## src/rtl/xbar_pkg.sv

```systemverilog
package xbar_pkg;
    localparam int N_SRC  = 8;
    localparam int N_DST  = 4;
    localparam int SRC_W  = $clog2(N_SRC);
    localparam int DST_W  = $clog2(N_DST);
    localparam int ENT_W  = SRC_W + 1;
    localparam int SW_W   = N_SRC * N_DST;

    typedef struct packed {
        logic             on;
        logic [SRC_W-1:0] src;
    } route_t;

    localparam route_t ROUTE_OFF = '{on: 1'b0, src: '0};

    function automatic logic [N_SRC-1:0] route_decode(route_t r);
        logic [N_SRC-1:0] v;
        v = '0;
        if (r.on) v[r.src] = 1'b1;
        return v;
    endfunction
endpackage

```

## src/rtl/xbar_stage_bank.sv

```systemverilog
module xbar_stage_bank
    import xbar_pkg::*;
(
    input  logic             clk,
    input  logic             rst,
    input  logic             we,
    input  logic [DST_W-1:0] waddr,
    input  route_t           wentry,
    output route_t           staged [N_DST]
);
    for (genvar d = 0; d < N_DST; d++) begin : g_stage
        always_ff @(posedge clk) begin
            if (rst) staged[d] <= ROUTE_OFF;
            else if (we && waddr == DST_W'(d)) staged[d] <= wentry;
        end
    end
endmodule

```

## src/rtl/xbar_active_bank.sv

```systemverilog
module xbar_active_bank
    import xbar_pkg::*;
(
    input  logic   clk,
    input  logic   rst,
    input  logic   load,
    input  route_t staged [N_DST],
    output route_t active [N_DST]
);
    for (genvar d = 0; d < N_DST; d++) begin : g_act
        always_ff @(posedge clk) begin
            if (rst) active[d] <= ROUTE_OFF;
            else if (load) active[d] <= staged[d];
        end
    end
endmodule

```

## src/rtl/xbar_decode.sv

```systemverilog
module xbar_decode
    import xbar_pkg::*;
(
    input  route_t            active [N_DST],
    output logic [SW_W-1:0]   sw_en,
    output logic [N_DST-1:0]  dis
);
    for (genvar d = 0; d < N_DST; d++) begin : g_dec
        assign sw_en[d*N_SRC +: N_SRC] = route_decode(active[d]);
        assign dis[d] = ~active[d].on;
    end
endmodule

```

## src/rtl/xbar_route_ctrl.sv

```systemverilog
module xbar_route_ctrl
    import xbar_pkg::*;
(
    input  logic             clk,
    input  logic             rst,
    input  logic             sel,
    input  logic             wr,
    input  logic [1:0]       dest,
    input  logic [3:0]       wdata,
    input  logic             commit,
    output logic [3:0]       rdata,
    output logic             rvalid,
    output logic [31:0]      sw_en,
    output logic [3:0]       dis
);
    route_t staged [N_DST];
    route_t active [N_DST];

    xbar_stage_bank u_stage (
        .clk(clk), .rst(rst), .we(sel && wr), .waddr(dest),
        .wentry(route_t'(wdata)), .staged(staged)
    );

    xbar_active_bank u_active (
        .clk(clk), .rst(rst), .load(commit), .staged(staged), .active(active)
    );

    xbar_decode u_dec (.active(active), .sw_en(sw_en), .dis(dis));

    always_ff @(posedge clk) begin
        if (rst) begin
            rdata  <= '0;
            rvalid <= 1'b0;
        end else begin
            rvalid <= sel && !wr;
            if (sel && !wr) rdata <= active[dest];
        end
    end
endmodule

```

## config.mk

```make
export PLATFORM = sky130hd
export DESIGN_NAME = xbar_route_ctrl
export DESIGN_NICKNAME = d
export VERILOG_FILES = /design/src/rtl/xbar_pkg.sv /design/src/rtl/xbar_stage_bank.sv /design/src/rtl/xbar_active_bank.sv /design/src/rtl/xbar_decode.sv /design/src/rtl/xbar_route_ctrl.sv
export SDC_FILE = /design/constraint.sdc
export NUM_CORES = 1
export LEC_CHECK = 0
export ABC_CLOCK_PERIOD_IN_PS = 1000
export BUFFER_PORTS_ARGS = -buffer_cell sky130_fd_sc_hd__buf_2
export CAP_MARGIN = 5
export CORE_ASPECT_RATIO = 0.75
export CORE_MARGIN = 2
export CORE_UTILIZATION = 43
export DETAILED_ROUTE_END_ITERATION = 8
export PLACE_DENSITY = 0.77
export SLEW_MARGIN = 40
export SYNTH_ARGS = -nofsm -noshare
export SYNTH_HDL_FRONTEND = slang
export SYNTH_SLANG_ARGS = --single-unit
```

## constraint.sdc

```tcl
create_clock -name clk -period 1 [get_ports clk]
set_clock_uncertainty 0.05 [all_clocks]
set_input_delay 0.05 -clock clk [delete_from_list [all_inputs] [get_ports clk]]
set_output_delay 0.05 -clock clk [all_outputs]
set_load 0.01 [all_outputs]
```

After elaboration in Yosys (flattened, before gate mapping) --
Cells that the tools add are included.
Cells by class: magnitude comparators 9, bitwise operators 5, mux-type cells 15, eq/ne operators 3, reductions and logical operators 12
Operators with widths (number):
- 8-bit 2-to-1 mux | 4
- 3-bit by 4-bit < comparator with 1-bit output (second input constant) | 4
- 1-bit demux with 3-bit select | 4
- 3-bit by 1-bit greater-or-equal comparator with 1-bit output (second input constant) | 4
- 1-bit logical AND | 10
- 4-bit binary-select mux with 2-bit select | 1
- 4-bit 2-to-1 mux | 2
- 2-bit == test (second input constant) | 2
- 1-bit 2-to-1 mux | 4
- 1-bit NOT | 4
- 3-bit greater-or-equal comparator (second input constant) | 1
- 2-bit NOT with 3-bit output | 1
- 2-bit by 1-bit == test with 1-bit output (second input constant) | 1
- 2-bit zero test | 1
- 1-bit zero test | 1
Storage, ports and cells: register bits 37, output and inout bits 41, logic and storage cells 62

Depth between registers and ports, before layout --
Gate-level depths: netlist of the first run.
word-level depth 5, depth in mapped cells 5, depth with buffers taken out 3

Modules after synthesis --
From an unflattened synthesis of the first run, not the netlist that was laid out.
Second synthesis, totals: cells, all modules 167, area, all modules 1919.3 sq um
Modules (own cells, without submodules):
- xbar_stage_bank | cells each 58, area each 659.4 sq um, instances 1, seq. area each 320.3 sq um
- xbar_active_bank | cells each 52, area each 580.6 sq um, instances 1, seq. area each 320.3 sq um
- xbar_decode | cells each 36, area each 397.9 sq um, instances 1, seq. area each 0.0 sq um
- xbar_route_ctrl | cells each 21, area each 281.5 sq um, instances 1, seq. area each 100.1 sq um

Least setup slack after synthesis of the first run --
Ideal clock, no wire load.
path type flip-flop to flip-flop, from register u_active.active[0] (netlist name), to register rdata[0], path buffers 0, path slack -0.127 ns, arrival 0.949 ns, stages on the path, launching flop included 4, cell sequence dfxtp_1 mux4_2 mux2i_1 nor2_1
Between the ends: longest elaborated chain between the ends 3
Ends and longest elaborated chain:
- 4-bit binary-select mux with 2-bit select | line xbar_route_ctrl.sv:36 | if (sel && !wr) rdata <= active[dest];
- 4-bit 2-to-1 mux (not written as such) (2 in series) | line xbar_route_ctrl.sv:36
- to (signal assigned) | line xbar_route_ctrl.sv:36
- to (decl) | line xbar_route_ctrl.sv:11 | output logic [3:0] rdata,
No other way between the ends. The select of a mux whose other input is x is not followed. A chain may end at the register's enable or synchronous reset.

Final worst setup path of the first run --
from register u_active.active[0] (netlist name), to output sw_en[26]
Between the ends: longest elaborated chain between the ends 5, elaborated cells on any way between the ends 6, those cells by class order compare (2); mux (3); reduce/logical (1)
Ends and longest elaborated chain:
- 3-bit by 4-bit < comparator with 1-bit output (not written as such) / 3-bit by 1-bit greater-or-equal comparator with 1-bit output (equally long branches) | line xbar_pkg.sv:19 | if (r.on) v[r.src] = 1'b1;
- 1-bit logical AND (not written as such) | line xbar_pkg.sv:19
- 1-bit 2-to-1 mux (not written as such) | line xbar_pkg.sv:19
- 1-bit demux with 3-bit select *
- 8-bit 2-to-1 mux * | line xbar_pkg.sv:19
- to (decl) | line xbar_route_ctrl.sv:13 | output logic [31:0] sw_en,
Mark *: on every way between the ends. The rest lies on a longest branch, timed or not.

==> impl_results.md, run 1 <==
- Fin. Hold Viols: 0
- Worst hold path depth: 3
- Routed via count: 1618
- Grt ovf: 0
- Syn_nets: roughly 200
- DR vias/cell: slightly above 5
- Power Density: 1040 nW/um^2
- Register area share after synthesis: 44.2%
- Worst-path clk slew: ~0.070 ns
- Area fraction of the dominant cell type after synthesis: around 44%
- First-pass GRT wire length: between 7000 and 8000 um
- DIE WIDTH: 76.1 um
- Crit path arrival time: roughly 1.2 ns
- Crit path max fanout: 6
- TritonRoute pass-1 iters: 4
- Wirelength, routed: about 5000 um
- Total GRT Usage: between 20% and 30%
- Area grow syn2layout: 57.5%
- CTS tree: done
- Crit Path Class: flip-flop to output port
- Vias in the first global route: roughly 1500
- Final Max Tran Viols: 0
- Hold slack: 0.0227 ns
- Least-Margin Pin Slew: roughly 0.3 ns
- Cell area after layout: 2640 sq um
- Max Cap Violations: 0
- FFs w/ async S/R, synth: 0%
- Warnings from Yosys: 0
- H-Tree Level Count: 2
- Area leader, netlist: dfxtp_1
- Hold_buf cts: 0
- Post-Place Worst Slack: -0.142 ns
- Sink Count: 37
- Worst Setup Slack, final: -0.305 ns
- Critical path depth: 4
- Reg2Reg Depth: 4
- Port bufs: 51
- Fmax: 766 MHz
- Row count: 19
- Largest net degree at the start of global routing: 38
- Fin crit period: 1.31 ns
- Relative slew margins: about four fifths
- Crit share post-route: 131%
- Status: finished with violations
- Setup violations, final: 40
- Num CTS Buffers: 5
- Clock Latency Late Sink: 0.29 ns
- Largest stage delay on the critical path: 0.33 ns
- Core area: ~3700 sq um
- FF+latch count, synth: 37
- Gate Count Post-Synth: 185
- # nets final: 276
- Buf/Inv on CP: 2
- Slowest CP cell: dfxtp_2
- Most instantiated cells after synthesis: nor2_1, dfxtp_1, mux2i_1, nand2b_1
- Final HPWL DP: 2910 um
- Violated checks: setup timing
- Die height: just under 60 um
- RSZ-0062 raised after global routing: true
- CP Launch Type: flip-flop
- Distinct cells, synth: 16
- Worst Setup End Kind: output port
- Layout fillers: about 270
- Initial core utilization: between 40% and 50%
- Final core utilization: 71.2%
- Maximum vdd drop: 0.696 mV
- Number of synthesized flops with an enable pin: 0
- WL/cell: 15.9 um
- Root Buffer: clkbuf_8
- Syn_area_per_cell: 9.06 sq um
- Post-DP Area: 2160 sq um
- Hold crit path type: input port to flip-flop
- Antenna Nets Post-Route: 0
- Syn Std Cell Area: 1680 sq um
- # IOs: 52
- Leakage: 1.30 nW
- Drt drc: 0
- Initial antenna violation count: 0
- Worst path cell trace: buf_6 -> nand2b_4 -> nor2_1 -> buf_2
- Gp weighted congestion: around 0.75
- CP required: 0.90 ns
- Die Footprint: 4420 sq um
- Crit path max-delay family: flip-flops
- Ys flop type: dfxtp_1
- Antenna Diode Count: 0
- Initial detailed-routing violation count: 67
- Share of layout cells above drive strength 1: 58.0%
- Most frequent cell after synthesis: nor2_1
- Most area-consuming cells after synthesis: dfxtp_1, mux2i_1, nor2_1, mux4_2, nand2b_1
- CTS Buffer Depth: 2
logic make-up (layout without fill, tap and decap cells):
family | after synthesis | count (layout) | synth area share (%)
simple gates | 94 | 94 | 24.7
mux | 40 | 40 | 26.9
flops | 37 | 37 | 44.2
buf+inv | 14 | 93 | 4.25
registers in the layout (all words and copies together), names as in the netlist:
| name | cells |
|---|---|
| rvalid | 1 |
| u_stage.staged | 16 |
| rdata | 4 |
| u_active.active | 16 |
path summary, 6_finish.rpt:
kind | from | to | slack [ns]
setup / recovery | u_active.active[0] | sw_en[26] | -0.31
hold / removal | wdata[3] | u_stage.staged[7] | 0.02
hold reg to reg | u_stage.staged[7] | u_stage.staged[7] | 0.45
setup reg to reg | u_active.active[2] | rdata[2] | -0.24
tightest hold or removal path, cell delays in order:
cell and delay, ns:
buf_2 0.13, mux2i_1 0.07, nor2_1 0.08
final cells by class:
cell class	instances	area [sq um]	share of cell area (%)
multi-input combinational	134	1090	41.4
tap	52	65.1	2.46
clock buffer	5	68.8	2.61
timing repair buffer	83	629	23.8
sequential	37	761	28.8
clock inverter	1	5.00	0.189
inverter	4	17.5	0.663
routing by layer:
layer	vias to the layer above	global-route usage [%]	part of all wire, %
met4	0	4.68	2.0
met5	-	0	0
met2	55	37.9	49
met3	10	6.70	5.5
met1	774	28.1	43
li1	779	-	-
power by group:
group,switching [mW],leakage (nW),internal (mW),total [mW]
Clock,0.507,0.0399,0.458,0.965
Sequential,0.0138,0.307,1.50,1.51
Combinational,0.136,0.957,0.124,0.260
stage by stage:
| stage | total power [mW] | TNS, ns | std cells |
|---|---|---|---|
| 2_1_floorplan | 1.68 | -0.425 | 185 |
| 3_3_place_gp | 1.76 | -0.726 | 303 |
| 3_5_place_dp | 1.77 | -0.983 | 303 |
| 4_1_cts | 2.74 | -7.18 | 314 |
| 5_1_grt | 2.81 | -9.40 | 316 |
| 6_report | 2.73 | -7.55 | 316 |
placed cells by master, fill, tap and decap left out, drive strengths merged:
| cell type | n |
|---|---|
| mux4 | 4 |
| nand4 | 1 |
| dfxtp | 37 |
| buf | 83 |
| clkbuf | 5 |
| nor3 | 8 |
| nand4b | 2 |
| nor2 | 61 |
| nor4bb | 1 |
| mux2i | 36 |
| inv | 4 |
| clkinv | 1 |
| nand2 | 8 |
| nand2b | 13 |
repair_timing:
action / CTS / global route
setup buffers: 5 / 2
pin swaps: 8 / 9
resized for setup: 62 / 27
setup endpoints to repair: 40 / 41
Note: power is estimated with default switching activity, not from simulation.
==> run 2: changes to the inputs <==
--- a/config.mk
+++ b/config.mk
@@ -13,6 +13,7 @@
 export CORE_UTILIZATION = 43
 export DETAILED_ROUTE_END_ITERATION = 8
 export PLACE_DENSITY = 0.77
+export REMOVE_ABC_BUFFERS = 1
 export SLEW_MARGIN = 40
 export SYNTH_ARGS = -nofsm -noshare
 export SYNTH_HDL_FRONTEND = slang
==> run 2 against run 1 <==
The flow still finishes with violations (setup timing). Register-to-register slack better by 0.04 ns. Maximum frequency grew 2.9%. Sequential share of layout area fell by 0.47 points. First-iteration DRC count decreased by 10%. Non-clock buffer count down 3. Core utilization increased by 1.2 points. Sequential power is essentially flat. Hold slack better by 0.016 ns. Critical path type unchanged. Highest routed layer unchanged.
==> impl_results.md, run 2 (synthesized netlist as in run 1, its figures left out) <==
- Slowest CP cell: dfxtp_2
- Final HPWL DP: between 3000 and 4000 um
- H-Tree Level Count: 2
- Antenna Nets Post-Route: 0
- Row count: 19
- Leakage: 1.32 nW
- WL/cell: 14.9 um
- Most common cell after layout, fill and taps aside: nor2_1
- Largest net degree at the start of global routing: 38
- Worst path cell trace: buf_6 -> nand2b_4 -> nor3_4 -> buf_2
- First-pass GRT wire length: 7080 um
- Net load switching power: 0.639 mW
- CP Launch Type: flip-flop
- Relative slew margins: 77.9%
- Grt ovf: 0
- Final Max Tran Viols: 0
- Routed via count: approximately 1600
- DR vias/cell: 5.04
- Hold_buf cts: 0
- Hold crit path type: input port to flip-flop
- Top Registers: u_active.active (16), u_stage.staged (16), rdata (4)
- Initial core utilization: 45.2%
- Violated checks: setup timing
- Hold slack: around 0.038 ns
- Clock Power Share: between 30% and 40%
- CP required: 0.90 ns
- RSZ-0062 raised after global routing: true
- Drt drc: 0
- Num CTS Buffers: 5
- CTS tree: done
- Die Footprint: between 4000 and 5000 sq um
- Max Cap Violations: 0
- Crit path arrival time: around 1.2 ns
- Fmax: around 790 MHz
- Worst Setup Slack, final: -0.269 ns
- Most frequent cells in the layout: nor2_1, buf_2, mux2i_1
- Clock Latency Late Sink: 0.29 ns
- Share of layout cells above drive strength 1: 59.4%
- Power Density: 1010 nW/um^2
- Port bufs: 51
- Vias in the first global route: 1435
- Maximum vdd drop: 0.812 mV
- Initial detailed-routing violation count: 60
- Switch share: roughly a quarter
- Fin crit period: approximately 1.3 ns
- Sink Count: 37
- TritonRoute pass-1 iters: 4
- Fin. Hold Viols: 0
- Antenna Diode Count: 0
- Post-Place Worst Slack: -0.158 ns
- Area grow syn2layout: 60.1%
- Gp weighted congestion: 0.843
- Root Buffer: clkbuf_8
- Crit share post-route: 127%
- Die height: 58.1 um
- CTS Buffer Depth: 2
- Largest stage delay on the critical path: 0.33 ns
- Initial antenna violation count: 0
- # nets final: 273
- Register share of total power: 55.6%
- Comb pwr share: under 10%
- Worst-path clk slew: 0.07 ns
- Pint: around 2.1 mW
- Least-Margin Pin Slew: 0.329 ns
- Core area: roughly 3700 sq um
- Setup violations, final: 39
- Crit path max fanout: 4
- Worst Setup End Kind: output port
- Total GRT Usage: 21.4%
- DIE WIDTH: roughly 76 um
- Wirelength, routed: around 4700 um
- # IOs: between 50 and 60
- Crit Path Class: flip-flop to output port
- Status: finished with violations
[run 2: cell count changes in the layout (fill, tap and decap cells not counted)]
| cell | before | now |
|---|---|---|
| buf_2 | 45 | 42 |
| buf_4 | 11 | 7 |
| buf_6 | 25 | 29 |
| nand2_1 | 1 | 0 |
| nand2_2 | 2 | 1 |
| nand2_4 | 4 | 6 |
| nor2_1 | 48 | 44 |
| nor2_2 | 11 | 12 |
| nor2_4 | 2 | 5 |
| nor3_2 | 7 | 6 |
| nor3_4 | 1 | 2 |
[run 2: metal layers]
layer	share of wire, %	GRT usage, %
met1	46	26.9
met2	48	36.2
met3	5.0	4.98
met4	1.4	8.57
met5	0	0
[run 2: power groups by stage]
stage | Combinational [mW] | Clock, mW | Sequential [mW]
floorplan | 0.0810 | 0 | 1.54
global placement | 0.220 | 0 | 1.54
detailed placement | 0.224 | 0 | 1.54
CTS | 0.245 | 0.969 | 1.51
global route | 0.272 | 1.02 | 1.51
finish | 0.255 | 0.949 | 1.51
[run 2: final cells by class]
| type | instances | area [sq um] |
|---|---|---|
| fillers | 277 | 1020 |
| well taps | 52 | 65.1 |
| repair buffers | 80 | 629 |
| clock buffers | 5 | 68.8 |
| flip-flops and latches | 37 | 761 |
| clock inverters | 1 | 5.00 |
| inverters | 4 | 17.5 |
| multi-input cells | 134 | 1140 |
[run 2: metrics by stage]
step                utilization, %  instance area (sq um)  instances  TNS [ns]  total power [mW]
floorplan                        -                   1620        175     -1.24              1.62
global placement              57.7                   2140        301    -0.974              1.76
global route                  72.4                   2690        313     -9.38              2.81
CTS                           67.8                   2510        310     -7.42              2.72
finish                        72.4                   2690        313     -7.59              2.71
detailed placement            57.7                   2140        301     -1.21              1.76
[run 2: worst max-delay path: cells and delay by family (launching register included)]
family,cells,cell delay (ns)
flip-flops,1,0.33
AND/OR/NAND/NOR,2,0.28
buffers and inverters,2,0.27
[run 2: final timing paths]
path	start	end	slack [ns]	cells after the start
worst max register to register	u_active.active[5]	rdata[1]	-0.20	4
worst max-delay path	u_active.active[12]	sw_en[0]	-0.27	4
worst min-delay path	wdata[0]	u_stage.staged[0]	0.04	3
worst min register to register	u_stage.staged[7]	u_stage.staged[7]	0.45	2
[run 2: what timing repair did]
| item | 4_1_cts | 5_1_grt |
|---|---|---|
| gates resized for setup | 73 | 37 |
| cloned | 0 | 0 |
| pin swaps | 15 | 17 |
| endpoints found under the hold margin | 0 | 0 |
| setup endpoints to repair | 40 | 40 |
| buffers inserted | 3 | 3 |
==> run 3: changes to the inputs <==
--- a/config.mk
+++ b/config.mk
@@ -5,14 +5,15 @@
 export SDC_FILE = /design/constraint.sdc
 export NUM_CORES = 1
 export LEC_CHECK = 0
-export ABC_CLOCK_PERIOD_IN_PS = 1000
-export BUFFER_PORTS_ARGS = -buffer_cell sky130_fd_sc_hd__buf_2
+export ABC_CLOCK_PERIOD_IN_PS = 1500
 export CAP_MARGIN = 5
 export CORE_ASPECT_RATIO = 0.75
 export CORE_MARGIN = 2
 export CORE_UTILIZATION = 43
 export DETAILED_ROUTE_END_ITERATION = 8
-export PLACE_DENSITY = 0.77
+export DONT_BUFFER_PORTS = 1
+export GPL_TIMING_DRIVEN = 0
+export PLACE_DENSITY = 0.63
 export REMOVE_ABC_BUFFERS = 1
 export SLEW_MARGIN = 40
 export SYNTH_ARGS = -nofsm -noshare
==> constraint.sdc (replaced) <==
create_clock -name clk -period 1.5 [get_ports clk]
set_clock_uncertainty 0.05 [all_clocks]
set_input_delay 0.075 -clock clk [delete_from_list [all_inputs] [get_ports clk]]
set_output_delay 0.075 -clock clk [all_outputs]
set_load 0.01 [all_outputs]
==> run 3 against run 2 <==
The flow now finishes without violations. Global-route usage down 3.1 points. Via count decreased by 18%. Total power down 36%. Count of clock-buffer cells in the layout unchanged. Wire length is 15% lower. Critical path depth shrank 2. Sequential share of layout area rose by 12 points. Sequential power decreased by 33%. Critical endpoint is now sw_en[24].
==> impl_results.md, run 3 (synthesized netlist as in run 1, its figures left out) <==
- Status: finished clean
- CP required: 1.37 ns
- H-Tree Level Count: 2
- Crit Reg-Reg Endpoint: u_active.active[5]
- Grt ovf: 0
- Pint: between 1 and 1.5 mW
- Initial core utilization: 45.2%
- WL/cell: 16.6 um
- CTS tree: done
- Met3 wire len: 336 um
- Root Buffer: clkbuf_8
- # nets final: 200
- Met2 Wirelength: about 1800 um
- Final HPWL DP: 2890 um
- Worst reg2reg startpoint: u_active.active[5]
- Crit share post-route: 91.9%
- Top routing layer in use: met4
- Antenna Diode Count: 0
- Clock Power Share: ~36%
- Post-Place Worst Slack: around 0.26 ns
- Port bufs: 0
- Hold Crit Start: rst
- Crit Path Class: flip-flop to output port
- DIE WIDTH: 76.1 um
- Comb pwr share: 6.2%
- RSZ-0062 raised after global routing: false
- Crit path arrival time: 1.25 ns
- Sink Count: 37
- Setup violations, final: 0
- Max Cap Violations: 0
- Total GRT Usage: a little under a fifth
- Register share of total power: 57.9%
- Initial detailed-routing violation count: 53
- Fin. Hold Viols: 0
- Setup TNS: 0 ns
- Gp weighted congestion: 0.741
- Worst-path clk slew: 0.06 ns
- Largest net degree at the start of global routing: 38
- CP Launch Type: flip-flop
- Hold crit path type: input port to flip-flop
- Flop-to-flop setup slack: between 0.15 and 0.2 ns
- Initial antenna violation count: 0
- Final Max Tran Viols: 0
- Share of layout cells above drive strength 1: 6.91%
- Worst hold path depth: 2
- Fmax: 726 MHz
- Reg2Reg Depth: 3
- Vias in the first global route: around 1200
- Power Density: 948 nW/um^2
- Most frequent cells in the layout: nor2_1, dfxtp_1, mux2i_1
- Final core utilization: 49.6%
- DR vias/cell: 5.40
- Crit path max fanout: 5
- Least-Margin Pin Slew: 0.639 ns
- Met1 Wirelength: 1810 um
- Post-DP Area: between 1500 and 2000 sq um
- Net load switching power: 0.390 mW
- Core area: 3710 sq um
- CTS Buffer Depth: 2
- Die Footprint: 4420 sq um
- Row count: 19
- Num CTS Buffers: 5
- Drt drc: 0
- Area grow syn2layout: 9.78%
- Switch share: 22.4%
- Routed via count: 1295
- Maximum vdd drop: slightly below 0.5 mV
- CP startpoint: u_active.active[3]
- Most common cell after layout, fill and taps aside: nor2_1
- Worst hold endpoint: u_active.active[3]
- Worst Setup Slack, final: 0.122 ns
- TritonRoute pass-1 iters: 4
- Fin crit period: 1.38 ns
- Relative slew margins: 56.8%
- Antenna Nets Post-Route: 0
- Clock Latency Late Sink: 0.29 ns
- Cell area after layout: 1840 sq um
- Top Registers: u_active.active (16), u_stage.staged (16), rdata (4)
- Leakage: 0.757 nW
- First-pass GRT wire length: 6200 um
- Die height: around 58 um
- Worst Setup End Kind: output port
- Wirelength, routed: approximately 4000 um
- # IOs: 52
## run 3: cell count changes in the layout (fill, tap and decap cells not counted), moves of 16 or more
cell / change
dfxtp_2: -16
buf_6: -29
nor2_1: +17
buf_2: -41
dfxtp_1: +16
## run 3: worst max path at each step
| stage | end | slack [ns] | depth (start not counted) |
|---|---|---|---|
| 6_report | sw_en[24] | 0.12 | 2 |
| 5_1_grt | sw_en[24] | 0.03 | 2 |
| 4_1_cts | u_active.active[1] | 0.04 | 3 |
| 3_5_place_dp | rdata[0] | 0.26 | 3 |
| 3_3_place_gp | u_stage.staged[14] | 0.17 | 3 |
| 2_1_floorplan | u_stage.staged[12] | 0.27 | 3 |
## run 3: final cells by class
type / instances / area, sq um
Sequential cell: 37 / 741
Multi-Input combinational cell: 134 / 871
Clock buffer: 5 / 68.8
Timing Repair Buffer: 7 / 75.1
Inverter: 4 / 15.0
Fill cell: 360 / 1870
Clock inverter: 1 / 5.00
Tap cell: 52 / 65.1
## run 3: per-stage QoR
| step | std cells | hold slack (ns) | power [mW] |
|---|---|---|---|
| after floorplan | 175 | 0.0974 | 1.08 |
| after global placement | 227 | 0.101 | 1.09 |
| after detailed placement | 227 | 0.102 | 1.09 |
| after CTS | 240 | 0.0158 | 1.75 |
| after global routing | 240 | 0.0185 | 1.80 |
| final | 240 | 0.0170 | 1.74 |
## run 3: what timing repair did
item | 4_1_cts | 5_1_grt
buffers inserted | 0 | 0
gates resized for setup | 0 | 0
endpoints found under the hold margin | 37 | 0
hold buffers | 7 | 0
## run 3: worst max-delay path: stages (launching register included)
cell	delay (ns)
dfxtp_1	0.43
nand2b_1	0.15
nor3_1	0.39
## run 3: power by group through the flow
stage	clock, mW	sequential [mW]	combinational, mW
2_1_floorplan	0	1.03	0.0540
4_1_cts	0.632	1.01	0.110
3_3_place_gp	0	1.03	0.0574
6_report	0.626	1.01	0.108
5_1_grt	0.676	1.01	0.115
3_5_place_dp	0	1.03	0.0602
## run 3: per-layer routing
layer	track usage, %	up-vias
li1	-	620
met1	21.5	624
met2	29.0	43
met3	9.66	8
met4	6.49	0
met5	0	-
